[config.mk]
export PLATFORM = sky130hd
export DESIGN_NAME = conv_busy_timer
export DESIGN_NICKNAME = d
export VERILOG_FILES = /design/src/rtl/conv_timer_pkg.sv /design/src/rtl/edge_rise.sv /design/src/rtl/op_down_counter.sv /design/src/rtl/op_sequencer.sv /design/src/rtl/conv_busy_timer.sv
export SDC_FILE = /design/constraint.sdc
export NUM_CORES = 1
export LEC_CHECK = 0
export BUFFER_PORTS_ARGS = -buffer_cell sky130_fd_sc_hd__buf_4
export CORE_UTILIZATION = 30
export DETAILED_ROUTE_END_ITERATION = 10
export HOLD_SLACK_MARGIN = 0.15
export PLACE_DENSITY = 0.55
export SYNTH_ARGS = -nofsm -noshare
export SYNTH_HDL_FRONTEND = slang
export SYNTH_SLANG_ARGS = --single-unit
[constraint.sdc]
create_clock -name clk -period 6.2 [get_ports clk]
set_clock_uncertainty 0.15 [all_clocks]
set_input_delay 0.93 -clock clk [delete_from_list [all_inputs] [get_ports clk]]
set_output_delay 0.93 -clock clk [all_outputs]
set_load 0.05 [all_outputs]
[src/rtl/conv_timer_pkg.sv]
package conv_timer_pkg;

    typedef enum logic [1:0] {
        ST_IDLE = 2'd0,
        ST_CONV = 2'd1,
        ST_CAL  = 2'd2
    } ctl_state_e;

    typedef enum logic [1:0] {
        CAL_SELF_FULL = 2'd0,
        CAL_SYS_GAIN  = 2'd1,
        CAL_SYS_OFFS  = 2'd2,
        CAL_SELF_ALT  = 2'd3
    } cal_kind_e;

    // Requests seen in one cycle, after edge detection
    typedef struct packed {
        logic conv;
        logic cal;
    } req_t;

    localparam int EDGE_LINES = 2;
    localparam int EDGE_CONV  = 0;
    localparam int EDGE_CAL   = 1;

    function automatic int unsigned cal_cycles(input cal_kind_e kind,
                                               input int unsigned self_c,
                                               input int unsigned gain_c,
                                               input int unsigned offs_c);
        int unsigned r;
        case (kind)
            CAL_SYS_GAIN: r = gain_c;
            CAL_SYS_OFFS: r = offs_c;
            default:      r = self_c;
        endcase
        return r;
    endfunction

    function automatic int unsigned max_of4(input int unsigned a, input int unsigned b,
                                            input int unsigned c, input int unsigned d);
        int unsigned m;
        m = a;
        if (b > m) m = b;
        if (c > m) m = c;
        if (d > m) m = d;
        return m;
    endfunction

endpackage

[src/rtl/edge_rise.sv]
module edge_rise #(
    parameter int N = 2
) (
    input  logic         clk,
    input  logic         rst,
    input  logic [N-1:0] sig_i,
    output logic [N-1:0] rise_o
);
    logic [N-1:0] prev_q;

    for (genvar i = 0; i < N; i++) begin : g_line
        // During reset the history follows the pin, so a level held
        // through reset release is not an edge.
        always_ff @(posedge clk) begin
            prev_q[i] <= sig_i[i];
        end
        assign rise_o[i] = sig_i[i] & ~prev_q[i] & ~rst;
    end
endmodule

[src/rtl/op_down_counter.sv]
module op_down_counter #(
    parameter int CNT_W = 17
) (
    input  logic             clk,
    input  logic             rst,
    input  logic             load_i,
    input  logic [CNT_W-1:0] load_val_i,
    output logic             expired_o
);
    logic [CNT_W-1:0] cnt_q;

    always_ff @(posedge clk) begin
        if (rst) begin
            cnt_q <= '0;
        end else if (load_i) begin
            cnt_q <= load_val_i;
        end else if (cnt_q != '0) begin
            cnt_q <= cnt_q - 1'b1;
        end
    end

    assign expired_o = (cnt_q == '0);
endmodule

[src/rtl/op_sequencer.sv]
module op_sequencer
    import conv_timer_pkg::*;
#(
    parameter int          CNT_W        = 17,
    parameter int unsigned CONV_CYC     = 18,
    parameter int unsigned SELF_CAL_CYC = 125013,
    parameter int unsigned GAIN_CAL_CYC = 111114,
    parameter int unsigned OFFS_CAL_CYC = 13899
) (
    input  logic             clk,
    input  logic             rst,
    input  req_t             req_i,
    input  logic [1:0]       cal_sel_i,
    input  logic             expired_i,
    output logic             load_o,
    output logic [CNT_W-1:0] load_val_o,
    output logic             busy_o,
    output logic             done_o,
    output logic             overrun_o
);
    localparam logic [CNT_W-1:0] CONV_LOAD = CNT_W'(CONV_CYC - 1);

    ctl_state_e       state_q, state_d;
    logic             pend_q, pend_d;
    logic             ovr_q, ovr_d;
    logic             done_q, done_d;
    logic [CNT_W-1:0] cal_load;

    assign cal_load = CNT_W'(cal_cycles(cal_kind_e'(cal_sel_i), SELF_CAL_CYC,
                                        GAIN_CAL_CYC, OFFS_CAL_CYC) - 1);

    always_comb begin
        state_d    = state_q;
        pend_d     = pend_q;
        ovr_d      = ovr_q;
        done_d     = 1'b0;
        load_o     = 1'b0;
        load_val_o = CONV_LOAD;
        case (state_q)
            ST_IDLE: begin
                if (pend_q) begin
                    state_d = ST_CONV;
                    load_o  = 1'b1;
                    pend_d  = 1'b0;
                    if (req_i.conv) ovr_d = 1'b1;
                end else if (req_i.cal) begin
                    state_d    = ST_CAL;
                    load_o     = 1'b1;
                    load_val_o = cal_load;
                    pend_d     = req_i.conv;
                end else if (req_i.conv) begin
                    state_d = ST_CONV;
                    load_o  = 1'b1;
                end
            end
            ST_CONV: begin
                if (req_i.conv) ovr_d = 1'b1;
                if (expired_i) begin
                    state_d = ST_IDLE;
                    done_d  = 1'b1;
                end
            end
            ST_CAL: begin
                if (req_i.conv) begin
                    if (pend_q) ovr_d  = 1'b1;
                    else        pend_d = 1'b1;
                end
                if (expired_i) begin
                    state_d = ST_IDLE;
                    done_d  = 1'b1;
                end
            end
            default: state_d = ST_IDLE;
        endcase
    end

    always_ff @(posedge clk) begin
        if (rst) begin
            state_q <= ST_IDLE;
            pend_q  <= 1'b0;
            ovr_q   <= 1'b0;
            done_q  <= 1'b0;
        end else begin
            state_q <= state_d;
            pend_q  <= pend_d;
            ovr_q   <= ovr_d;
            done_q  <= done_d;
        end
    end

    assign busy_o    = (state_q != ST_IDLE);
    assign done_o    = done_q;
    assign overrun_o = ovr_q;
endmodule

[src/rtl/conv_busy_timer.sv]
module conv_busy_timer
    import conv_timer_pkg::*;
#(
    parameter int unsigned CONV_CYC     = 18,
    parameter int unsigned SELF_CAL_CYC = 125013,
    parameter int unsigned GAIN_CAL_CYC = 111114,
    parameter int unsigned OFFS_CAL_CYC = 13899
) (
    input  logic       clk,
    input  logic       rst,
    input  logic       convst_i,
    input  logic       sw_conv_i,
    input  logic       cal_i,
    input  logic [1:0] cal_sel_i,
    output logic       busy_o,
    output logic       done_o,
    output logic       overrun_o
);
    localparam int unsigned LONGEST = max_of4(CONV_CYC, SELF_CAL_CYC, GAIN_CAL_CYC, OFFS_CAL_CYC);
    localparam int          CNT_W   = (LONGEST > 2) ? $clog2(LONGEST) : 1;

    logic [EDGE_LINES-1:0] pins;
    logic [EDGE_LINES-1:0] rises;
    req_t                  req;
    logic                  load;
    logic [CNT_W-1:0]      load_val;
    logic                  expired;

    assign pins[EDGE_CONV] = convst_i;
    assign pins[EDGE_CAL]  = cal_i;

    edge_rise #(.N(EDGE_LINES)) u_edge (
        .clk    (clk),
        .rst    (rst),
        .sig_i  (pins),
        .rise_o (rises)
    );

    assign req.conv = rises[EDGE_CONV] | (sw_conv_i & ~rst);
    assign req.cal  = rises[EDGE_CAL];

    op_sequencer #(
        .CNT_W        (CNT_W),
        .CONV_CYC     (CONV_CYC),
        .SELF_CAL_CYC (SELF_CAL_CYC),
        .GAIN_CAL_CYC (GAIN_CAL_CYC),
        .OFFS_CAL_CYC (OFFS_CAL_CYC)
    ) u_seq (
        .clk        (clk),
        .rst        (rst),
        .req_i      (req),
        .cal_sel_i  (cal_sel_i),
        .expired_i  (expired),
        .load_o     (load),
        .load_val_o (load_val),
        .busy_o     (busy_o),
        .done_o     (done_o),
        .overrun_o  (overrun_o)
    );

    op_down_counter #(.CNT_W(CNT_W)) u_cnt (
        .clk        (clk),
        .rst        (rst),
        .load_i     (load),
        .load_val_i (load_val),
        .expired_o  (expired)
    );
endmodule

## After elaboration in Yosys (flattened, before gate mapping)

Index checks and enable logic that the tools add are counted.

- Flip-flop bits (word level): 24
- Bits in latches: 0
- Memory bits (writable): 0
- Memory bits (read-only): 0
- Input port bits: 7
- Output and inout port bits: 3
- Word-level logic and storage cells: 65
- Memories: 0

- Add/subtract/negate cells: 2
- $mul: 0
- Divide/modulo/power cells: 0
- Order comparisons: 0
- Equality and inequality tests: 9
- Shift-type cells: 0
- Multiplexer cells: 25
- Bitwise operators: 10
- Reduce and logical (&&, ||, !) cells: 12

Operators with widths:

| kind | count |
|---|---|
| $mux 17 | 5 |
| $pmux 17 s2 | 1 |
| $sub 17x1->17 const B | 2 |
| $logic_not 17->1 | 1 |
| $reduce_bool 17->1 | 1 |
| $mux 1 | 12 |
| $mux 2 | 4 |
| $ne 2x1->1 const B | 4 |
| $reduce_bool 2->1 | 3 |
| $and 1x1->1 | 5 |
| $eq 2x1->1 const B | 2 |
| $eq 2x2->1 const B | 2 |
| $ne 4x2->1 const B | 1 |
| $not 1->1 | 4 |
| $pmux 2 s2 | 1 |
| $reduce_and 2->1 | 2 |
| $reduce_and 4->1 | 1 |
| $reduce_or 2->1 | 2 |
| $pmux 1 s3 | 1 |
| $reduce_bool 3->1 | 1 |
| $logic_not 2->1 | 1 |
| $pmux 1 s2 | 1 |
| $or 1x1->1 | 1 |

## Logic depth before layout (Yosys ltp)

Gate-level depths: netlist of run 1.

- Depth after elaboration: 9
- Depth in mapped cells: 8
- Depth with buffers taken out: 7

## Hierarchy

A second synthesis of run 1 with hierarchy kept.

- Cell total of the unflattened synthesis: 175
- Area total of the unflattened synthesis: 1463.9 um2

Modules (own cells, without submodules):

| module | times used | cells an instance | area each (um2) | seq. area each (um2) |
|---|---|---|---|---|
| op_down_counter | 1 | 112 | 930.9 | 340.3 |
| op_sequencer | 1 | 57 | 456.7 | 100.1 |
| edge_rise | 1 | 4 | 65.1 | 40.0 |
| conv_busy_timer | 1 | 2 | 11.3 | 0.0 |

## Worst setup path after synthesis of run 1

OpenSTA, ideal clock, no wires.

- Path type: input -> register
- Start point: in cal_i
- End point: reg u_cnt.cnt_q[1]
- Setup time: 0.086 ns
- Arrival: 2.192 ns
- Required time: 5.964 ns
- Path slack: 3.772 ns
- Stages: 6
- Path buffers: 1
- Cells stage by stage: nor2b_1 a2111o_1 and3_1 clkbuf_1 a21o_1 a221oi_2

- Cells in the longest elaborated chain, start to end: 6
- Elaborated cells between the ends (all ways): 10
- Those cells by class: mux (7); bitwise (2); reduce/logical (1)

RTL lines:

| item | RTL line | RTL |
|---|---|---|
| start: declaration | conv_busy_timer.sv:13 | `input logic cal_i,` |
| $and 1x1->1 * (2 in a row) | edge_rise.sv:17 | `assign rise_o[i] = sig_i[i] & ~prev_q[i] & ~rst;` |
| $mux 17 or $mux 1 (tied branches) | op_sequencer.sv:46 | `end else if (req_i.cal) begin` |
| $mux 17 or $mux 1 (tied branches) | op_sequencer.sv:41 | `if (pend_q) begin` |
| $mux 17 or $mux 1 (tied branches) | op_sequencer.sv:39 | `case (state_q)` |
| $mux 17 or $reduce_bool 2->1 (tied branches) | n/a |  |
| end signal: assignment | op_down_counter.sv:16 | `cnt_q <= load_val_i;` |
| end signal: assignment | op_down_counter.sv:18 | `cnt_q <= cnt_q - 1'b1;` |
| end: declaration | op_down_counter.sv:10 | `logic [CNT_W-1:0] cnt_q;` |

Mark *: on every way between the ends. The rest lies on a longest branch, timed or not.
A chain may end at the register's enable or synchronous reset.

## Final worst setup path of run 1

- Start point: reg u_cnt.cnt_q[1]
- End point: reg u_cnt.cnt_q[15]

- Cells in the longest elaborated chain, start to end: 3
- Elaborated cells between the ends (all ways): 5
- Those cells by class: add/sub (1); mux (2); reduce/logical (2)

RTL lines:

| item | RTL line | RTL |
|---|---|---|
| $sub 17x1->17 | op_down_counter.sv:18 |  |
| $mux 17 | op_down_counter.sv:17 | `end else if (cnt_q != '0) begin` |
| $mux 17 | op_down_counter.sv:15 | `end else if (load_i) begin` |

Parallel ways exist; a longest one is shown, timed or not. The select of a mux whose other input is x is not followed.

==> flow_metrics.env, run 1 <==
export IMPL_crit_fanout=8
export IMPL_r2r_end="u_cnt.cnt_q[15]"
export IMPL_critPathCaptureType="register"
export IMPL_synth_edf_count=0
export IMPL_internal_power_mw=0.425
export IMPL_clk_latency_ns=0.26
export IMPL_ant_nets=0
export IMPL_grt_max_degree=19
export IMPL_crit_type="register to register"
export IMPL_peakVddDrop_mv=0.145
export IMPL_wl_per_cell_um=13.7
export IMPL_yosysSeqAreaShare=0.366
export IMPL_dieArea_um2=4640
export IMPL_cts_resized=0
export IMPL_drv_cap=0
export IMPL_die_h_um=68.1
export IMPL_grt_antenna_before_repair=0
export IMPL_via_count=1123
export IMPL_num_rows=23
export IMPL_p_sw_mw=0.329
export IMPL_p_total_mw=0.753
export IMPL_regToRegSetupSlack_ns=3.35
export IMPL_whs_path_depth=2
export IMPL_synth_most_common_cell="dfxtp_1"
export IMPL_dp_slack_ns=3.41
export IMPL_root_buffer="clkbuf_8"
export IMPL_cts_max_level=1
export IMPL_place_gp_congestion=0.852
export IMPL_synth_common_cells="dfxtp_1, nor2_1, a21oi_1, inv_1, nand2_1"
export IMPL_final_setup_worst_slack_ns=3.35
export IMPL_finalInstanceArea_um2=1460
export IMPL_dr_pass1_iters=4
export IMPL_rsz0062_at_grt="false"
export IMPL_clock_path_buffers=2
export IMPL_instances_no_fill=215
export IMPL_synth_top_area_frac=0.366
export IMPL_post_cts_buffers=0
export IMPL_place_port_buffers=9
export IMPL_clock_sinks=24
export IMPL_via_per_inst=5.22
export IMPL_required_ns=6.19
export IMPL_synthesis_area_um2=1310
export IMPL_yosysTopAreaCell="dfxtp_1"
export IMPL_area_growth_pct=11.5
export IMPL_hold_viol_final=0
export IMPL_clkPwrFrac=0.120
export IMPL_worst_pin_slew_ns=0.924
export IMPL_drive_gt1_frac=0.103
export IMPL_fmax_ghz=0.351
export IMPL_setup_tns_final_ns=0
export IMPL_ys_async_sr_fraction=0
export IMPL_regArea_um2=480
export IMPL_maxSlewHeadroom=0.383
export IMPL_critPathLaunchType="register"
export IMPL_cp_data_arrival_time_ns=2.84
export IMPL_grt_overflow=0
export IMPL_pin_count=10
export IMPL_grtUsageTotal=0.152
export IMPL_start_util=0.321
export IMPL_outcome="completed"
export IMPL_fin_crit_ns=2.85
export IMPL_hold_path_startpoint="u_seq.overrun_o"
export IMPL_combinationalPowerShare=0.542
export IMPL_switching_share=0.436
export IMPL_clk_pin_slew_worst_paths_ns=0.08
export IMPL_core_area_um2=4090
export IMPL_synthesis_nets=173
export IMPL_finalCritPeriodShare=0.460
export IMPL_p_seq_frac=0.338
export IMPL_worst_hold_path_endpoint="u_seq.overrun_o"
export IMPL_place_area_um2=1420
export IMPL_finalCoreUtilization=0.358
export IMPL_setup_violations=0
export IMPL_cts_buffers=3
export IMPL_ys_warn_count=0
export IMPL_hp_class="register to register"
export IMPL_multi_input_area_um2=771
export IMPL_synth_ff_type="dfxtp_1"
export IMPL_dp_cells=212
export IMPL_maxSlewViolCount=0
export IMPL_grt_pass1_wl_um=5240
export IMPL_reg2regPathDepth=7
export IMPL_wl_um=2940
export IMPL_grt_pass1_vias=1144
export IMPL_ys_top_cells_by_area="dfxtp_1, ha_1, nor2_1"
export IMPL_dieWidth_um=68.1
export IMPL_ys_ff_latch=24
export IMPL_whs_ns=0.351
export IMPL_antennaDiodeCount=0
export IMPL_syn_inst=158
export IMPL_leakage_nw=0.594
export IMPL_fin_nets=182
export IMPL_yosysUniqueCellTypes=42
export IMPL_drt_initial_drc_count=27
export IMPL_n_fill_cell=441
export IMPL_r2r_start="u_cnt.cnt_q[1]"
export IMPL_dp_hpwl_um=2230
export IMPL_drc_errors=0
export IMPL_p_per_area_nw_per_um2=515
export IMPL_cts_hold_buf=0
export IMPL_tritoncts="built"
export IMPL_syn_avg_cell_area_um2=8.31
-- power groups by stage --
stage | clock (mW) | sequential, mW | combinational, mW
3_5_place_dp | 0 | 0.258 | 0.406
5_1_grt | 0.101 | 0.261 | 0.460
3_3_place_gp | 0 | 0.255 | 0.407
6_report | 0.0905 | 0.255 | 0.408
4_1_cts | 0.0947 | 0.254 | 0.408
2_1_floorplan | 0 | 0.249 | 0.334
-- worst max-delay path, stage by stage, from the launching register on --
cell,delay [ns]
dfxtp_1,0.33
inv_1,0.09
ha_1,0.18
nor3b_1,0.76
nand3_2,0.24
or2_0,0.46
o21ai_2,0.42
nor2_1,0.10
-- registers in the layout, indices dropped and copies added, names as in the netlist --
signal           flops
u_seq.done_o         1
u_seq.overrun_o      1
u_seq.state_q        2
u_seq.pend_q         1
u_cnt.cnt_q         17
u_edge.prev_q        2
-- layer usage --
layer / track usage / vias to the layer above / part of all wire
met4: 0.0938 / 0 / 0.028
met1: 0.188 / 526 / 0.47
li1: - / 576 / -
met5: 0 / - / 0
met3: 0.0100 / 7 / 0.018
met2: 0.254 / 14 / 0.48
-- cells in the final DEF (no fill, tap or decap), types with 8 or more instances in the layout --
cell,n
dfxtp_1,24
nor2_1,18
buf_4,9
nand2_1,10
inv_1,11
a21oi_1,12
ha_1,8
-- worst max path at each step --
stage,start,cells past startpoint,to
global placement,rst,6,u_cnt.cnt_q[0]
global route,u_cnt.cnt_q[1],7,u_cnt.cnt_q[15]
CTS,u_cnt.cnt_q[1],7,u_cnt.cnt_q[15]
detailed placement,u_cnt.cnt_q[1],7,u_cnt.cnt_q[15]
finish,u_cnt.cnt_q[1],7,u_cnt.cnt_q[15]
floorplan,cal_i,6,u_cnt.cnt_q[1]
-- area by class of cell --
cell class,count,share of cell area
clock buffers,3,0.0282
inverters,11,0.0282
repair buffers,9,0.0462
multi-input cells,118,0.526
flip-flops and latches,24,0.328
well taps,50,0.0427
-- cells by family (layout without fill, tap and decap cells) --
logic type / after synthesis / count (layout) / synth area share
AND/OR/NAND/NOR: 61 / 61 / 0.242
AO/OA/AOI/OAI: 37 / 37 / 0.188
flip-flops: 24 / 24 / 0.366
buffers and inverters: 16 / 23 / 0.0467
XOR/XNOR: 11 / 11 / 0.0734
adder cells (fa/ha/maj): 8 / 8 / 0.0763
multiplexers: 1 / 1 / 0.00763
Note: power is estimated with default switching activity, not from simulation.
==> run 2, diff against run 1 <==
==> constraint.sdc (replaced) <==
create_clock -name clk -period 3 [get_ports clk]
set_clock_uncertainty 0.15 [all_clocks]
set_input_delay 0.45 -clock clk [delete_from_list [all_inputs] [get_ports clk]]
set_output_delay 0.45 -clock clk [all_outputs]
set_load 0.05 [all_outputs]
==> run 2 against run 1 <==
Effect of this change: setup slack worse by 2.8 ns; clock-buffer cell count up 1; final cell count increased by 2.8%; register-to-register slack lost 2.8 ns; sequential power is 110% higher; clock power increased by 140%; combinational power increased by 120%; power rose by 120%; sequential share of layout area is 1.2 points lower; wire length is 4.8% higher; utilization is 1.4 points higher; die area unchanged; critical path type is now primary input to register; critical endpoint is now u_cnt.cnt_q[13].
==> flow_metrics.env, run 2 (synthesized netlist as in run 1, its figures left out) <==
export IMPL_outcome="completed"
export IMPL_worst_pin_slew_ns=0.636
export IMPL_drive_gt1_frac=0.123
export IMPL_core_area_um2=4090
export IMPL_crit_chain="dlygate4sd3_1 > buf_4 > nor2b_1 > a2111o_1 > and3_1 > a21o_1 > a221oi_1"
export IMPL_die_h_um=68.1
export IMPL_rsz0062_at_grt="false"
export IMPL_use_met1=0.181
export IMPL_cp_slowest_cell="dlygate4sd3_1"
export IMPL_cts_hold_buf=2
export IMPL_fin_nets=187
export IMPL_wl_per_cell_um=14.0
export IMPL_clock_path_buffers=2
export IMPL_place_gp_congestion=0.826
export IMPL_grt_antenna_before_repair=0
export IMPL_final_common_cell="dfxtp_1"
export IMPL_grt_busiest_layer="met2"
export IMPL_worst_hold_path_endpoint="u_seq.overrun_o"
export IMPL_drc_errors=0
export IMPL_dieWidth_um=68.1
export IMPL_dieArea_um2=4640
export IMPL_finalInstanceArea_um2=1520
export IMPL_crit_fanout=12
export IMPL_area_growth_pct=15.8
export IMPL_cts_max_level=1
export IMPL_hold_viol_final=0
export IMPL_grt_util_met3=0.0183
export IMPL_start_util=0.321
export IMPL_root_buffer="clkbuf_8"
export IMPL_regToRegSetupSlack_ns=0.55
export IMPL_internal_power_mw=0.945
export IMPL_setup_tns_final_ns=0
export IMPL_p_total_mw=1.65
export IMPL_fin_crit_ns=2.46
export IMPL_r2r_start="u_cnt.cnt_q[0]"
export IMPL_via_count=1168
export IMPL_drv_cap=0
export IMPL_multi_input_area_um2=771
export IMPL_critPathCaptureType="register"
export IMPL_grt_max_degree=19
export IMPL_clkPwrFrac=0.134
export IMPL_cts_buffers=3
export IMPL_post_cts_buffers=0
export IMPL_place_port_buffers=9
export IMPL_max_flop_register="u_cnt.cnt_q"
export IMPL_leakage_nw=0.624
export IMPL_setup_violations=0
export IMPL_maxSlewHeadroom=0.570
export IMPL_hold_path_startpoint="u_seq.overrun_o"
export IMPL_largest_registers="u_cnt.cnt_q (17), u_edge.prev_q (2), u_seq.state_q (2)"
export IMPL_tritoncts="built"
export IMPL_reg2regPathDepth=7
export IMPL_r2r_end="u_cnt.cnt_q[12]"
export IMPL_n_fill_cell=445
export IMPL_whs_path_depth=2
export IMPL_grt_util_met2=0.276
export IMPL_combinationalPowerShare=0.544
export IMPL_cts_resized=0
export IMPL_clock_sinks=24
export IMPL_wl_um=3080
export IMPL_grt_overflow=0
export IMPL_regArea_um2=480
export IMPL_switching_share=0.426
export IMPL_num_rows=23
export IMPL_via_per_inst=5.29
export IMPL_most_common_layout_cells="dfxtp_1, nor2_1, a21oi_1, buf_4, inv_1"
export IMPL_finalCritPeriodShare=0.819
export IMPL_ant_nets=0
export IMPL_drt_initial_drc_count=23
export IMPL_dr_pass1_iters=4
export IMPL_pin_count=10
export IMPL_p_seq_frac=0.322
export IMPL_clk_pin_slew_worst_paths_ns=0.08
export IMPL_slowest_delay_ns=0.54
export IMPL_peakVddDrop_mv=0.357
export IMPL_grtUsageTotal=0.155
export IMPL_grt_pass1_wl_um=5350
export IMPL_cp_data_arrival_time_ns=2.48
export IMPL_place_area_um2=1450
export IMPL_antennaDiodeCount=0
export IMPL_p_sw_mw=0.701
export IMPL_largest_register_ffs=17
export IMPL_maxSlewViolCount=0
export IMPL_hp_class="register to register"
export IMPL_required_ns=3.02
export IMPL_grt_pass1_vias=1213
export IMPL_dp_hpwl_um=2350
export IMPL_p_per_area_nw_per_um2=1080
export IMPL_critPathLaunchType="primary input"
export IMPL_fmax_ghz=0.407
export IMPL_clk_latency_ns=0.27
export IMPL_crit_type="primary input to register"
[run 2: final cells by class]
type,instances,area share
Clock buffer,4,0.0362
Inverter,11,0.0272
Multi-Input combinational cell,118,0.507
Sequential cell,24,0.316
Tap cell,50,0.0412
Timing Repair Buffer,14,0.0724
[run 2: worst max-delay path, delay by kind of cell]
family	cells	cell delay (ns)
buffers and inverters	2	0.68
AO/OA/AOI/OAI	3	0.87
AND/OR/NAND/NOR	2	0.49
[run 2: layer usage]
metal	part of all wire	wire, um
met1	0.46	1410
met2	0.50	1530
met3	0.023	70
met4	0.023	70
met5	0	0
[run 2: power by group through the flow]
stage	Sequential [mW]	Clock, mW	Combinational [mW]
2_1_floorplan	0.514	0	0.690
3_3_place_gp	0.527	0	0.882
3_5_place_dp	0.534	0	0.887
4_1_cts	0.527	0.226	0.895
5_1_grt	0.541	0.244	1.00
6_report	0.530	0.220	0.896
[run 2: through the flow]
| step | std cells | util | hold slack [ns] | worst slack (ns) |
|---|---|---|---|---|
| after global placement | 215 | 0.354 | 0.306 | 0.661 |
| final | 221 | 0.372 | 0.343 | 0.542 |
| after detailed placement | 215 | 0.354 | 0.327 | 0.537 |
| after CTS | 221 | 0.372 | 0.342 | 0.514 |
| after global routing | 221 | 0.372 | 0.355 | 0.303 |
| after floorplan | 158 | - | 0.319 | 0.691 |
[run 2: how the worst max path moves through the flow]
stage | startpoint | endpoint | slack, ns
floorplan | u_cnt.cnt_q[1] | u_cnt.cnt_q[1] | 0.69
global placement | u_cnt.cnt_q[13] | u_cnt.cnt_q[12] | 0.66
detailed placement | u_cnt.cnt_q[0] | u_cnt.cnt_q[9] | 0.54
CTS | u_cnt.cnt_q[0] | u_cnt.cnt_q[9] | 0.51
global route | u_cnt.cnt_q[0] | u_cnt.cnt_q[12] | 0.30
finish | cal_i | u_cnt.cnt_q[13] | 0.54
==> run 3, diff against run 2 <==
--- a/config.mk
+++ b/config.mk
@@ -9,7 +9,7 @@
 export CORE_UTILIZATION = 30
 export DETAILED_ROUTE_END_ITERATION = 10
 export HOLD_SLACK_MARGIN = 0.15
-export PLACE_DENSITY = 0.55
+export PLACE_DENSITY = 0.56
 export SYNTH_ARGS = -nofsm -noshare
 export SYNTH_HDL_FRONTEND = slang
 export SYNTH_SLANG_ARGS = --single-unit
==> constraint.sdc (replaced) <==
create_clock -name clk -period 2.1 [get_ports clk]
set_clock_uncertainty 0.15 [all_clocks]
set_input_delay 0.315 -clock clk [delete_from_list [all_inputs] [get_ports clk]]
set_output_delay 0.315 -clock clk [all_outputs]
set_load 0.05 [all_outputs]
==> run 3 against run 2 <==
Effect of this change: setup slack worse by 0.53 ns; critical path depth is 2 lower; power rose by 64%; cell area up 8.9%; first-iteration DRC count increased by 70%; sequential power rose by 38%; wire length is 3.3% higher; hold slack worse by 0.12 ns; largest power group unchanged.
==> flow_metrics.env, run 3 (synthesized netlist as in run 1, its figures left out) <==
export IMPL_outcome="completed"
export IMPL_place_area_um2=1540
export IMPL_drv_cap=0
export IMPL_grt_pass1_vias=1183
export IMPL_crit_chain="or4_4 > or3_4 > or2_4 > a21o_1 > a221oi_2"
export IMPL_maxSlewViolCount=0
export IMPL_most_common_layout_cells="buf_4, dfxtp_1, nor2_1, inv_1, a21oi_1"
export IMPL_leakage_nw=0.691
export IMPL_tritoncts="built"
export IMPL_largest_register_ffs=17
export IMPL_path_buf_inv=0
export IMPL_hold_viol_final=0
export IMPL_cts_buffers=3
export IMPL_fin_nets=199
export IMPL_ant_nets=0
export IMPL_cp_data_arrival_time_ns=2.13
export IMPL_p_sw_mw=1.12
export IMPL_rsz0062_at_grt="true"
export IMPL_dp_cells=227
export IMPL_clock_sinks=24
export IMPL_crit_start="u_cnt.cnt_q[13]"
export IMPL_wl_um=3190
export IMPL_critPathLaunchType="register"
export IMPL_dieArea_um2=4640
export IMPL_grt_max_degree=19
export IMPL_clk_latency_ns=0.27
export IMPL_critPathTopFamily="simple AND/OR/NAND/NOR gates"
export IMPL_setup_tns_final_ns=0
export IMPL_reg2regPathDepth=5
export IMPL_clock_path_buffers=2
export IMPL_peakVddDrop_mv=0.631
export IMPL_core_area_um2=4090
export IMPL_via_count=1169
export IMPL_fin_crit_ns=2.09
export IMPL_maxSlewHeadroom=0.720
export IMPL_p_total_mw=2.70
export IMPL_internal_power_mw=1.59
export IMPL_cp_slowest_cell="or4_4"
export IMPL_num_rows=23
export IMPL_max_flop_register="u_cnt.cnt_q"
export IMPL_drt_initial_drc_count=39
export IMPL_antennaDiodeCount=0
export IMPL_area_growth_pct=26.1
export IMPL_start_util=0.321
export IMPL_dp_hpwl_um=2370
export IMPL_grtUsageTotal=0.164
export IMPL_grt_overflow=0
export IMPL_drive_gt1_frac=0.230
export IMPL_instances_no_fill=233
export IMPL_setup_violations=0
export IMPL_drc_errors=0
export IMPL_pin_count=10
export IMPL_whs_path_depth=2
export IMPL_place_port_buffers=9
export IMPL_wl_per_cell_um=13.7
export IMPL_via_per_inst=5.02
export IMPL_place_gp_congestion=0.757
export IMPL_slowest_delay_ns=0.53
export IMPL_combinationalPowerShare=0.612
export IMPL_p_seq_frac=0.270
export IMPL_root_buffer="clkbuf_8"
export IMPL_finalCritPeriodShare=0.995
export IMPL_fmax_ghz=0.479
export IMPL_hold_path_startpoint="rst"
export IMPL_dieWidth_um=68.1
export IMPL_clk_pin_slew_worst_paths_ns=0.08
export IMPL_finalInstanceArea_um2=1660
export IMPL_die_h_um=68.1
export IMPL_critPathCaptureType="register"
export IMPL_p_per_area_nw_per_um2=1630
export IMPL_grt_pass1_wl_um=5620
export IMPL_r2r_start="u_cnt.cnt_q[13]"
export IMPL_largest_registers="u_cnt.cnt_q (17), u_edge.prev_q (2), u_seq.state_q (2)"
export IMPL_switching_share=0.413
export IMPL_hp_class="primary input to register"
export IMPL_clkPwrFrac=0.117
export IMPL_required_ns=2.14
export IMPL_grt_antenna_before_repair=0
export IMPL_cts_max_level=1
export IMPL_crit_type="register to register"
export IMPL_n_fill_cell=416
export IMPL_worst_pin_slew_ns=0.416
export IMPL_crit_fanout=7
export IMPL_crit_cells=5
export IMPL_dr_pass1_iters=4
## run 3: cell types whose count changed in the layout (fill, tap and decap cells not counted), moves of 2 or more
| cell | delta |
|---|---|
| buf_4 | +11 |
| nor2_1 | -3 |
| nor2_2 | +2 |
| o21ai_0 | -2 |
| o21ai_1 | +2 |
## run 3: cell type report
class | instances | area [um2] | area share
repair buffers | 26 | 204 | 0.123
well taps | 50 | 62.6 | 0.0378
multi-input cells | 118 | 811 | 0.490
inverters | 11 | 41.3 | 0.0249
clock buffers | 4 | 55.1 | 0.0333
flip-flops and latches | 24 | 482 | 0.291
## run 3: what timing repair did
| item | 4_1_cts | 5_1_grt |
|---|---|---|
| pin swaps | 2 | 4 |
| buffers inserted | 0 | 0 |
| resized for setup | 3 | 11 |
| hold endpoints to repair | 2 | 0 |
| setup endpoints to repair | 14 | 15 |
| hold buffers | 2 | 0 |
## run 3: metal layers
layer,track usage,vias to the layer above,part of all wire
li1,-,607,-
met1,0.217,545,0.48
met3,0.0167,4,0.022
met4,0.0755,0,0.014
met5,0,-,0
met2,0.265,13,0.48
## run 3: power groups by stage
stage / Combinational [mW] / Sequential (mW) / Clock, mW
6_report: 1.65 / 0.730 / 0.317
3_3_place_gp: 1.49 / 0.720 / 0
4_1_cts: 1.57 / 0.717 / 0.326
5_1_grt: 1.83 / 0.749 / 0.345
3_5_place_dp: 1.51 / 0.726 / 0
2_1_floorplan: 0.990 / 0.736 / 0
## run 3: metrics by stage
step	util	setup slack (ns)	hold slack (ns)
floorplan	-	-0.0513	0.193
global placement	0.377	-0.0734	0.283
detailed placement	0.377	-0.105	0.288
CTS	0.397	0.00147	0.206
global route	0.405	-0.0396	0.220
finish	0.405	0.0111	0.223
## run 3: final timing paths
path	to	slack, ns
max	u_cnt.cnt_q[1]	0.01
min	u_cnt.cnt_q[1]	0.22
max reg2reg	u_cnt.cnt_q[1]	0.01
min reg2reg	u_seq.overrun_o	0.36
## run 3: worst reg2reg max path: stages (launching register included)
cell      delay [ns]
dfxtp_2         0.33
or4_4           0.53
or3_4           0.34
or2_4           0.27
a21o_1          0.17
a221oi_2        0.22
